### config.mk
export PLATFORM = sky130hd
export DESIGN_NAME = pfr_victim_sel
export DESIGN_NICKNAME = d
export VERILOG_FILES = /design/src/rtl/pfr_pkg.sv /design/src/rtl/pfr_lfsr.sv /design/src/rtl/pfr_frame_bits.sv /design/src/rtl/pfr_class_pick.sv /design/src/rtl/pfr_victim_sel.sv
export SDC_FILE = /design/constraint.sdc
export NUM_CORES = 1
export LEC_CHECK = 0
export BUFFER_PORTS_ARGS = -buffer_cell sky130_fd_sc_hd__buf_4
export CAP_MARGIN = 30
export CORE_AREA = 2 2 82 92
export CTS_CLUSTER_DIAMETER = 80
export DETAILED_ROUTE_END_ITERATION = 6
export DIE_AREA = 0 0 84 94
export PLACE_DENSITY_LB_ADDON = 0.2
export REMOVE_ABC_BUFFERS = 1
export SKIP_CTS_REPAIR_TIMING = 1
export SLEW_MARGIN = 20
export SYNTH_ARGS = -nofsm -noshare
export SYNTH_HDL_FRONTEND = slang
export SYNTH_SLANG_ARGS = --single-unit
### constraint.sdc
create_clock -name clk_i -period 4.3 [get_ports clk_i]
set_input_delay 0.215 -clock clk_i [delete_from_list [all_inputs] [get_ports clk_i]]
set_output_delay 0.215 -clock clk_i [all_outputs]
set_load 0.05 [all_outputs]
### src/rtl/pfr_pkg.sv
package pfr_pkg;

   typedef enum logic {
      POL_SWEEP = 1'b0,
      POL_CLASS = 1'b1
   } policy_e;

   typedef enum logic {
      ST_IDLE  = 1'b0,
      ST_SWEEP = 1'b1
   } sel_state_e;

   typedef enum logic [1:0] {
      CL_COLD  = 2'd0,
      CL_UNREF = 2'd1,
      CL_CLEAN = 2'd2,
      CL_ANY   = 2'd3
   } cand_class_e;

endpackage

### src/rtl/pfr_lfsr.sv
module pfr_lfsr #(
   parameter int unsigned       WIDTH = 16,
   parameter logic [WIDTH-1:0]  SEED  = 16'hACE1
) (
   input  logic             clk_i,
   input  logic             rst_ni,
   output logic [WIDTH-1:0] state_o
);

   logic [WIDTH-1:0] taps;
   logic [WIDTH-1:0] state_q;

   generate
      if (WIDTH == 8) begin : g_w8
         assign taps = WIDTH'(8'hB8);
      end else if (WIDTH == 16) begin : g_w16
         assign taps = WIDTH'(16'hB400);
      end else if (WIDTH == 32) begin : g_w32
         assign taps = WIDTH'(32'h8020_0003);
      end else begin : g_bad
         $error("pfr_lfsr: unsupported WIDTH");
         assign taps = '0;
      end
   endgenerate

   always_ff @(posedge clk_i) begin
      if (!rst_ni) begin
         state_q <= SEED;
      end else begin
         state_q <= {state_q[WIDTH-2:0], ^(state_q & taps)};
      end
   end

   assign state_o = state_q;

endmodule

### src/rtl/pfr_frame_bits.sv
module pfr_frame_bits #(
   parameter int unsigned NUM_FRAMES = 8,
   localparam int unsigned IDX_W     = $clog2(NUM_FRAMES)
) (
   input  logic                  clk_i,
   input  logic                  rst_ni,
   input  logic                  set_en_i,
   input  logic [IDX_W-1:0]      set_idx_i,
   input  logic                  set_dirty_i,
   input  logic                  clr_ref_en_i,
   input  logic [IDX_W-1:0]      clr_ref_idx_i,
   input  logic                  clr_all_en_i,
   input  logic [IDX_W-1:0]      clr_all_idx_i,
   output logic [NUM_FRAMES-1:0] ref_o,
   output logic [NUM_FRAMES-1:0] dirty_o
);

   generate
      for (genvar f = 0; f < NUM_FRAMES; f++) begin : g_frame
         logic hit_set, hit_clr_ref, hit_clr_all;
         logic ref_q, dirty_q;

         assign hit_set     = set_en_i     && (set_idx_i     == IDX_W'(f));
         assign hit_clr_ref = clr_ref_en_i && (clr_ref_idx_i == IDX_W'(f));
         assign hit_clr_all = clr_all_en_i && (clr_all_idx_i == IDX_W'(f));

         always_ff @(posedge clk_i) begin
            if (!rst_ni) begin
               ref_q   <= 1'b0;
               dirty_q <= 1'b0;
            end else begin
               if (hit_clr_ref || hit_clr_all) begin
                  ref_q <= 1'b0;
               end else if (hit_set) begin
                  ref_q <= 1'b1;
               end
               if (hit_clr_all) begin
                  dirty_q <= 1'b0;
               end else if (hit_set && set_dirty_i) begin
                  dirty_q <= 1'b1;
               end
            end
         end

         assign ref_o[f]   = ref_q;
         assign dirty_o[f] = dirty_q;
      end
   endgenerate

endmodule

### src/rtl/pfr_class_pick.sv
module pfr_class_pick
   import pfr_pkg::*;
#(
   parameter int unsigned NUM_FRAMES = 8,
   localparam int unsigned IDX_W     = $clog2(NUM_FRAMES)
) (
   input  logic [NUM_FRAMES-1:0] ref_i,
   input  logic [NUM_FRAMES-1:0] dirty_i,
   input  logic [IDX_W-1:0]      start_i,
   output logic [IDX_W-1:0]      pick_o,
   output cand_class_e           class_o
);

   logic [NUM_FRAMES-1:0] m_cold, m_unref, m_clean, mask;

   assign m_cold  = ~ref_i & ~dirty_i;
   assign m_unref = ~ref_i;
   assign m_clean = ~dirty_i;

   always_comb begin
      if (|m_cold) begin
         mask    = m_cold;
         class_o = CL_COLD;
      end else if (|m_unref) begin
         mask    = m_unref;
         class_o = CL_UNREF;
      end else if (|m_clean) begin
         mask    = m_clean;
         class_o = CL_CLEAN;
      end else begin
         mask    = '1;
         class_o = CL_ANY;
      end
   end

   always_comb begin
      logic             found;
      logic [IDX_W-1:0] idx;
      found  = 1'b0;
      pick_o = '0;
      for (int k = 0; k < NUM_FRAMES; k++) begin
         idx = start_i + IDX_W'(k);
         if (!found && mask[idx]) begin
            pick_o = idx;
            found  = 1'b1;
         end
      end
   end

endmodule

### src/rtl/pfr_victim_sel.sv
module pfr_victim_sel
   import pfr_pkg::*;
#(
   parameter int unsigned      NUM_FRAMES = 8,
   parameter int unsigned      LFSR_W     = 16,
   parameter logic [LFSR_W-1:0] LFSR_SEED = 16'hACE1,
   localparam int unsigned     IDX_W      = $clog2(NUM_FRAMES)
) (
   input  logic             clk_i,
   input  logic             rst_ni,
   input  logic             acc_valid_i,
   input  logic [IDX_W-1:0] acc_frame_i,
   input  logic             acc_write_i,
   input  logic             mode_i,
   input  logic             fault_req_i,
   output logic [IDX_W-1:0] victim_o,
   output logic             done_o
);

   generate
      if (NUM_FRAMES < 2 || (NUM_FRAMES & (NUM_FRAMES - 1)) != 0) begin : g_chk_frames
         $error("pfr_victim_sel: NUM_FRAMES must be a power of two, at least 2");
      end
      if (LFSR_W < IDX_W) begin : g_chk_lfsr
         $error("pfr_victim_sel: LFSR_W narrower than the frame index");
      end
   endgenerate

   sel_state_e            state_q, state_d;
   policy_e               mode_q;
   logic [IDX_W-1:0]      ptr_q, ptr_d;
   logic [IDX_W-1:0]      victim_q;
   logic                  done_q;
   logic [NUM_FRAMES-1:0] ref_q, dirty_q;
   logic [LFSR_W-1:0]     lfsr_q;
   logic [IDX_W-1:0]      pick_idx;
   cand_class_e           pick_class;
   logic                  accept;
   logic                  sweep_clr;
   logic                  sel_fire;
   logic [IDX_W-1:0]      sel_idx;

   pfr_lfsr #(
      .WIDTH (LFSR_W),
      .SEED  (LFSR_SEED)
   ) lfsr_i (
      .clk_i   (clk_i),
      .rst_ni  (rst_ni),
      .state_o (lfsr_q)
   );

   pfr_frame_bits #(
      .NUM_FRAMES (NUM_FRAMES)
   ) bits_i (
      .clk_i         (clk_i),
      .rst_ni        (rst_ni),
      .set_en_i      (acc_valid_i),
      .set_idx_i     (acc_frame_i),
      .set_dirty_i   (acc_write_i),
      .clr_ref_en_i  (sweep_clr),
      .clr_ref_idx_i (ptr_q),
      .clr_all_en_i  (sel_fire),
      .clr_all_idx_i (sel_idx),
      .ref_o         (ref_q),
      .dirty_o       (dirty_q)
   );

   pfr_class_pick #(
      .NUM_FRAMES (NUM_FRAMES)
   ) pick_i (
      .ref_i   (ref_q),
      .dirty_i (dirty_q),
      .start_i (lfsr_q[IDX_W-1:0]),
      .pick_o  (pick_idx),
      .class_o (pick_class)
   );

   assign accept = fault_req_i && (state_q == ST_IDLE) && !done_q;

   always_comb begin
      state_d   = state_q;
      ptr_d     = ptr_q;
      sweep_clr = 1'b0;
      sel_fire  = 1'b0;
      sel_idx   = ptr_q;
      case (state_q)
         ST_IDLE: begin
            if (accept) begin
               if (policy_e'(mode_i) == POL_CLASS) begin
                  sel_fire = 1'b1;
                  sel_idx  = pick_idx;
               end else begin
                  state_d = ST_SWEEP;
               end
            end
         end
         ST_SWEEP: begin
            if (ref_q[ptr_q]) begin
               sweep_clr = 1'b1;
               ptr_d     = ptr_q + IDX_W'(1);
            end else begin
               sel_fire = 1'b1;
               sel_idx  = ptr_q;
               state_d  = ST_IDLE;
            end
         end
         default: state_d = ST_IDLE;
      endcase
      if (sel_fire) begin
         ptr_d = sel_idx + IDX_W'(1);
      end
   end

   always_ff @(posedge clk_i) begin
      if (!rst_ni) begin
         state_q  <= ST_IDLE;
         mode_q   <= POL_SWEEP;
         ptr_q    <= '0;
         victim_q <= '0;
         done_q   <= 1'b0;
      end else begin
         state_q <= state_d;
         ptr_q   <= ptr_d;
         done_q  <= sel_fire;
         if (accept) begin
            mode_q <= policy_e'(mode_i);
         end
         if (sel_fire) begin
            victim_q <= sel_idx;
         end
      end
   end

   assign victim_o = victim_q;
   assign done_o   = done_q;

endmodule

==> results.yml, run 1 <==
outcome:
  status: "complete, no violations"
finish:
  layout-drive-gt1-share_pct: 16.8
  final_cells: 477
  final_nets: 403
  diodes: 0
  area_growth_pct: 10.4
yosys:
  yosysTopAreaCell: "dfxtp_1"
  synth_ff_type: "dfxtp_1"
  yosysSeqAreaShare_pct: 26.0
  async_flop_share_pct: 0
  yosys-top-cells-area: "dfxtp_1 (26%), mux4_2 (9.5%), nor2_1 (5.1%), a21oi_1 (4.7%), nand2_1 (3.7%)"
  synth_edf_count: 0
  syn_area_sq_mm: 0.00308
  yosys_warnings: 0
  synth_cell_types: 65
  syn_avg_cell_area_sq_um: 8.11
  synth_top_area_share_pct: 26.0
  syn_inst: 380
  ys_ff_latch: 40
drt:
  via_per_inst: 6.48
  drtIter0Drc: 277
  wl_per_cell_um: 18.7
  drc: 0
  ant_nets: 0
  wirelength_mm: 8.93
  vias: 3091
  firstDrtPassIters: 5
grt:
  first_global_vias: 2709
  globalRoute.totalOverflow: 0
  antenna_found_initial: 0
  grt_pass1_wl_mm: 14.1
  grt_max_degree: 28
  grt_usage_pct: 22.5
pwr:
  ir_drop_uv: 245
  p_per_area_mw_per_mm2: 370
  p_leak_nw: 1.21
setup_path:
  rr_worst_depth: 15
  critical_path_class: "reg -> reg"
  cp.required_ns: 4.47
  reg2reg_from: "bits_i.g_frame[2].ref_q"
  start_kind: "flop"
  crit_path_end_kind: "flop"
  r2r_end: "ptr_q[2]"
  r2r_slack_ns: 0.27
  worst-path-max-fanout: 9
  cp.arrival_ns: 4.20
sta:
  worst_slack_ns: 0.275
  finalSetupTns_ns: 0
  slew_headroom_pct: 39.2
  final_hold_viol_count: 0
  fin_crit_sh_pct: 93.6
  max_freq_mhz: 248
  tightest_slew_ns: 0.900
  slew_viol_final: 0
  fin_skew_ns: 0.00494
  rsz0062_at_grt: "no"
  layout_min_cycle_time_ns: 4.03
  setup-violations-final: 0
clock_network:
  root_buffer: "clkbuf_8"
  insertion_delay_ns: 0.29
  clock-sinks: 40
  htreeDepth: 2
  cts_buffers: 5
  cts_tree: "built"
  cts_max_path_buffers: 2
  clk_pin_slew_worst_paths_ns: 0.08
placement:
  dp.cells: 469
  dp_slack_ns: 0.414
  hpwl_mm: 6.61
  port_buffers: 12
  place.gp.congestion: 0.966
floorplan:
  initial_utilization_pct: 44.5
  die_height_um: 94
  rows: 32
  fp.coreArea_sq_mm: 0.00693
  pin_count: 13
  fp.dieW_um: 84
  die-area_sq_mm: 0.00790
flow_run:
  cap_violations: 0
min_path:
  hold_class: "in -> reg"
  hold_depth: 3
  hold-path-endpoint: "state_q"
  hp-start: "fault_req_i"
[state kept, by name, summed over array words and instances, names as in the netlist]
register / flops
lfsr_i.state_o: 16
bits_i.g_frame.ref_q: 8
victim_o: 3
done_o: 1
state_q: 1
ptr_q: 3
bits_i.g_frame.dirty_q: 8
[report_power, final]
group | internal (mW) | leakage (nW) | switching (mW)
Clock | 0.205 | 0.0645 | 0.130
Combinational | 0.194 | 0.814 | 0.313
Sequential | 0.391 | 0.329 | 0.0268
[cell usage in the layout (no fill, tap or decap), drive strengths merged, types with 7 or more instances in the layout]
cell type / instances
nor3: 19
or2: 12
mux4: 13
clkbuf: 7
inv: 15
o21ai: 24
dfxtp: 40
a211oi: 8
a31oi: 18
buf: 21
nand2: 30
nor2: 43
o2bb2ai: 7
nand2b: 8
o211ai: 7
a21oi: 29
[metrics by stage]
step           power [mW]  area (sq um)  hold WS, ns  util (%)
2_1_floorplan       0.776          3010        0.277         -
4_1_cts              1.25          3400        0.193      49.1
3_3_place_gp        0.920          3270        0.390      47.3
3_5_place_dp        0.918          3270        0.392      47.3
5_1_grt              1.32          3400        0.225      49.1
6_report             1.26          3400        0.202      49.1
[metal layers]
metal | share of wire, % | vias to the layer above | global-route usage, %
li1 | - | 1472 | -
met5 | 0 | - | 0
met2 | 47 | 129 | 36.9
met1 | 45 | 1474 | 30.4
met4 | 2.6 | 0 | 9.14
met3 | 5.4 | 16 | 2.28
[how the worst max path moves through the flow]
stage                                 start        to  slack (ns)  depth (start not counted)
finish              bits_i.g_frame[2].ref_q  ptr_q[2]        0.27                         15
global route        bits_i.g_frame[3].ref_q  ptr_q[2]        0.07                         15
CTS                 bits_i.g_frame[2].ref_q  ptr_q[2]        0.35                         15
detailed placement  bits_i.g_frame[2].ref_q  ptr_q[2]        0.41                         15
global placement          lfsr_i.state_o[1]  ptr_q[2]        0.40                         13
floorplan                 lfsr_i.state_o[0]  ptr_q[2]        0.31                         14
[cell type report]
cell class | count | area [sq um]
well taps | 85 | 106
flip-flops and latches | 40 | 801
inverters | 16 | 62.6
fillers | 684 | 3530
multi-input cells | 307 | 2150
clock inverters | 1 | 30.0
repair buffers | 21 | 158
clock buffers | 7 | 96.3
[synth_stat cells (all sizes together), types with 6 or more instances]
cell type	number
nor2	43
dfxtp	40
nand2	30
a21oi	29
o21ai	24
nor3	19
a31oi	18
inv	15
clkbuf	14
mux4	13
or2	12
a211oi	8
nand2b	8
o211ai	7
o2bb2ai	7
and2	6
mux2i	6
o221ai	6
[kinds of logic (layout without fill, tap and decap cells)]
kind of cell / count (synthesis) / count (layout) / synth area share (%)
buffers and inverters: 33 / 45 / 4.35
DFF: 40 / 40 / 26.0
adders and majority gates: 3 / 3 / 1.22
AOI/OAI and AO/OA: 134 / 134 / 31.3
xor gates and xnor gates: 8 / 8 / 2.27
muxes: 21 / 21 / 12.3
and+or+nand+nor: 141 / 141 / 22.6
[critical path: stages, from the launching register on]
cell,delay (ns)
dfxtp_1,0.38
o22ai_1,0.28
nor3_2,0.12
a21oi_1,0.30
nor3_1,0.16
o311ai_0,0.81
o21ai_2,0.24
a31oi_4,0.33
a31oi_1,0.14
a211oi_1,0.37
a31oi_4,0.17
inv_4,0.15
ha_1,0.20
nand3_1,0.08
o311ai_0,0.12
a21oi_1,0.07
(Power assumes the default switching activity.)
==> run 2, diff against run 1 <==
==> constraint.sdc (replaced) <==
create_clock -name clk_i -period 3.8 [get_ports clk_i]
set_input_delay 0.38 -clock clk_i [delete_from_list [all_inputs] [get_ports clk_i]]
set_output_delay 0.38 -clock clk_i [all_outputs]
set_load 0.05 [all_outputs]
==> run 2 against run 1 <==
Register-to-register slack lost 0.098 ns. Routed wire length is 3.2% higher. Maximum frequency grew 11%. Combinational power increased by 26%. First-iteration DRC count shrank 12%. Highest routed layer unchanged. Clock power up 7.2%. Critical path depth grew 1. Final area increased by 6.3%. Sequential share of layout area fell by 1.2 points. Sequential power grew 12%.
==> results.yml, run 2 (synthesized netlist as in run 1, its figures left out) <==
outcome:
  status: "complete, no violations"
clock_network:
  htreeDepth: 2
  clk_pin_slew_worst_paths_ns: 0.08
  cts_tree: "built"
  cts_buffers: 5
  insertion_delay_ns: 0.30
  root_buffer: "clkbuf_8"
  clock-sinks: 40
  cts_max_path_buffers: 2
setup_path:
  cp.arrival_ns: 3.80
  cp.required_ns: 3.98
  critical_path_class: "reg -> reg"
  start_kind: "flop"
  crit_path_end_kind: "flop"
  worst-path-max-fanout: 8
finish:
  largest_reg_flops: 16
  fin_area_sq_mm: 0.00361
  layout_common_cells: "nor2_1 (42), buf_4 (40), dfxtp_1 (35)"
  layout-drive-gt1-share_pct: 24.6
  area_growth_pct: 17.3
  fillers: 710
  final_cells: 496
  diodes: 0
  final_common_cell: "nor2_1"
  final_nets: 422
pwr:
  switching_share_pct: 38.6
  clockPowerShare_pct: 24.5
  seq_power_share_pct: 31.9
  ir_drop_uv: 228
  p_comb_share_pct: 43.6
  p_per_area_mw_per_mm2: 405
  p_int_mw: 0.900
  p_leak_nw: 1.35
  finalPower_mw: 1.46
  p_sw_mw: 0.565
sta:
  fin_skew_ns: 0.00626
  slew_headroom_pct: 62.1
  max_freq_mhz: 276
  final_hold_viol_count: 0
  slew_viol_final: 0
  worst_slack_ns: 0.177
  tightest_slew_ns: 0.565
  setup-violations-final: 0
  layout_min_cycle_time_ns: 3.62
  fin_crit_sh_pct: 95.3
min_path:
  hold_class: "in -> reg"
placement:
  dp_slack_ns: -0.0366
  dpl_cell_area_sq_mm: 0.00339
  place.gp.congestion: 0.963
  port_buffers: 12
  dp.cells: 484
  hpwl_mm: 7.05
floorplan:
  die_height_um: 94
  die-area_sq_mm: 0.00790
  fp.dieW_um: 84
  pin_count: 13
  fp.coreArea_sq_mm: 0.00693
  rows: 32
  initial_utilization_pct: 44.5
grt:
  grt_usage_pct: 24.1
  grt_pass1_wl_mm: 15.0
  antenna_found_initial: 0
  globalRoute.totalOverflow: 0
  grt_max_degree: 28
  first_global_vias: 2971
drt:
  firstDrtPassIters: 5
  drtIter0Drc: 244
  drc: 0
  ant_nets: 0
  wirelength_mm: 9.22
  via_per_inst: 6.45
  wl_per_cell_um: 18.6
  vias: 3198
flow_run:
  cap_violations: 0
==> run 2: cell type report <==
cell class | instances | area (sq um) | share of cell area [%]
Multi-Input combinational cell | 307 | 2220 | 61.5
Sequential cell | 40 | 807 | 22.3
Timing Repair Buffer | 40 | 300 | 8.31
Tap cell | 85 | 106 | 2.94
Clock buffer | 5 | 68.8 | 1.90
Inverter | 16 | 62.6 | 1.73
Clock inverter | 3 | 46.3 | 1.28
==> run 2: per-layer routing <==
layer,up-vias,part of all wire (%),global-route usage [%]
li1,1522,-,-
met1,1497,43,30.8
met2,152,49,40.9
met3,27,5.9,2.81
met4,0,2.9,10.9
met5,-,0,0
==> run 2: through the flow <==
stage	util (%)	setup TNS, ns	hold WS (ns)
2_1_floorplan	-	-0.331	0.386
3_3_place_gp	48.9	0	0.388
3_5_place_dp	48.9	-0.0366	0.397
4_1_cts	50.5	-0.0911	0.340
5_1_grt	52.2	-0.0539	0.386
6_report	52.2	0	0.351
==> run 2: critical path: stages (launching register included) <==
cell and delay [ns]:
dfxtp_2 0.37, o22ai_2 0.30, nor3_4 0.09, buf_4 0.16, a21oi_1 0.26, nor3_1 0.14
or2_2 0.31, mux4_2 0.56, nor3_1 0.31, a31oi_1 0.13, a21oi_1 0.25, a31oi_4 0.09
inv_4 0.08, ha_1 0.17, nand3_1 0.08, o311ai_0 0.11, a21oi_1 0.08
==> run 2: power by group through the flow <==
stage	combinational [mW]	clock, mW	sequential, mW
after floorplan	0.381	0	0.497
final	0.639	0.358	0.468
after detailed placement	0.609	0	0.477
after global placement	0.610	0	0.476
after global routing	0.692	0.379	0.471
after CTS	0.612	0.365	0.467
==> run 2: worst paths after layout <==
path	depth (start not counted)	to	startpoint	slack, ns
worst max-delay path	16	ptr_q[2]	bits_i.g_frame[5].ref_q	0.18
worst min register to register	1	lfsr_i.state_o[7]	lfsr_i.state_o[6]	0.42
worst max register to register	16	ptr_q[2]	bits_i.g_frame[5].ref_q	0.18
worst min-delay path	3	state_q	fault_req_i	0.35
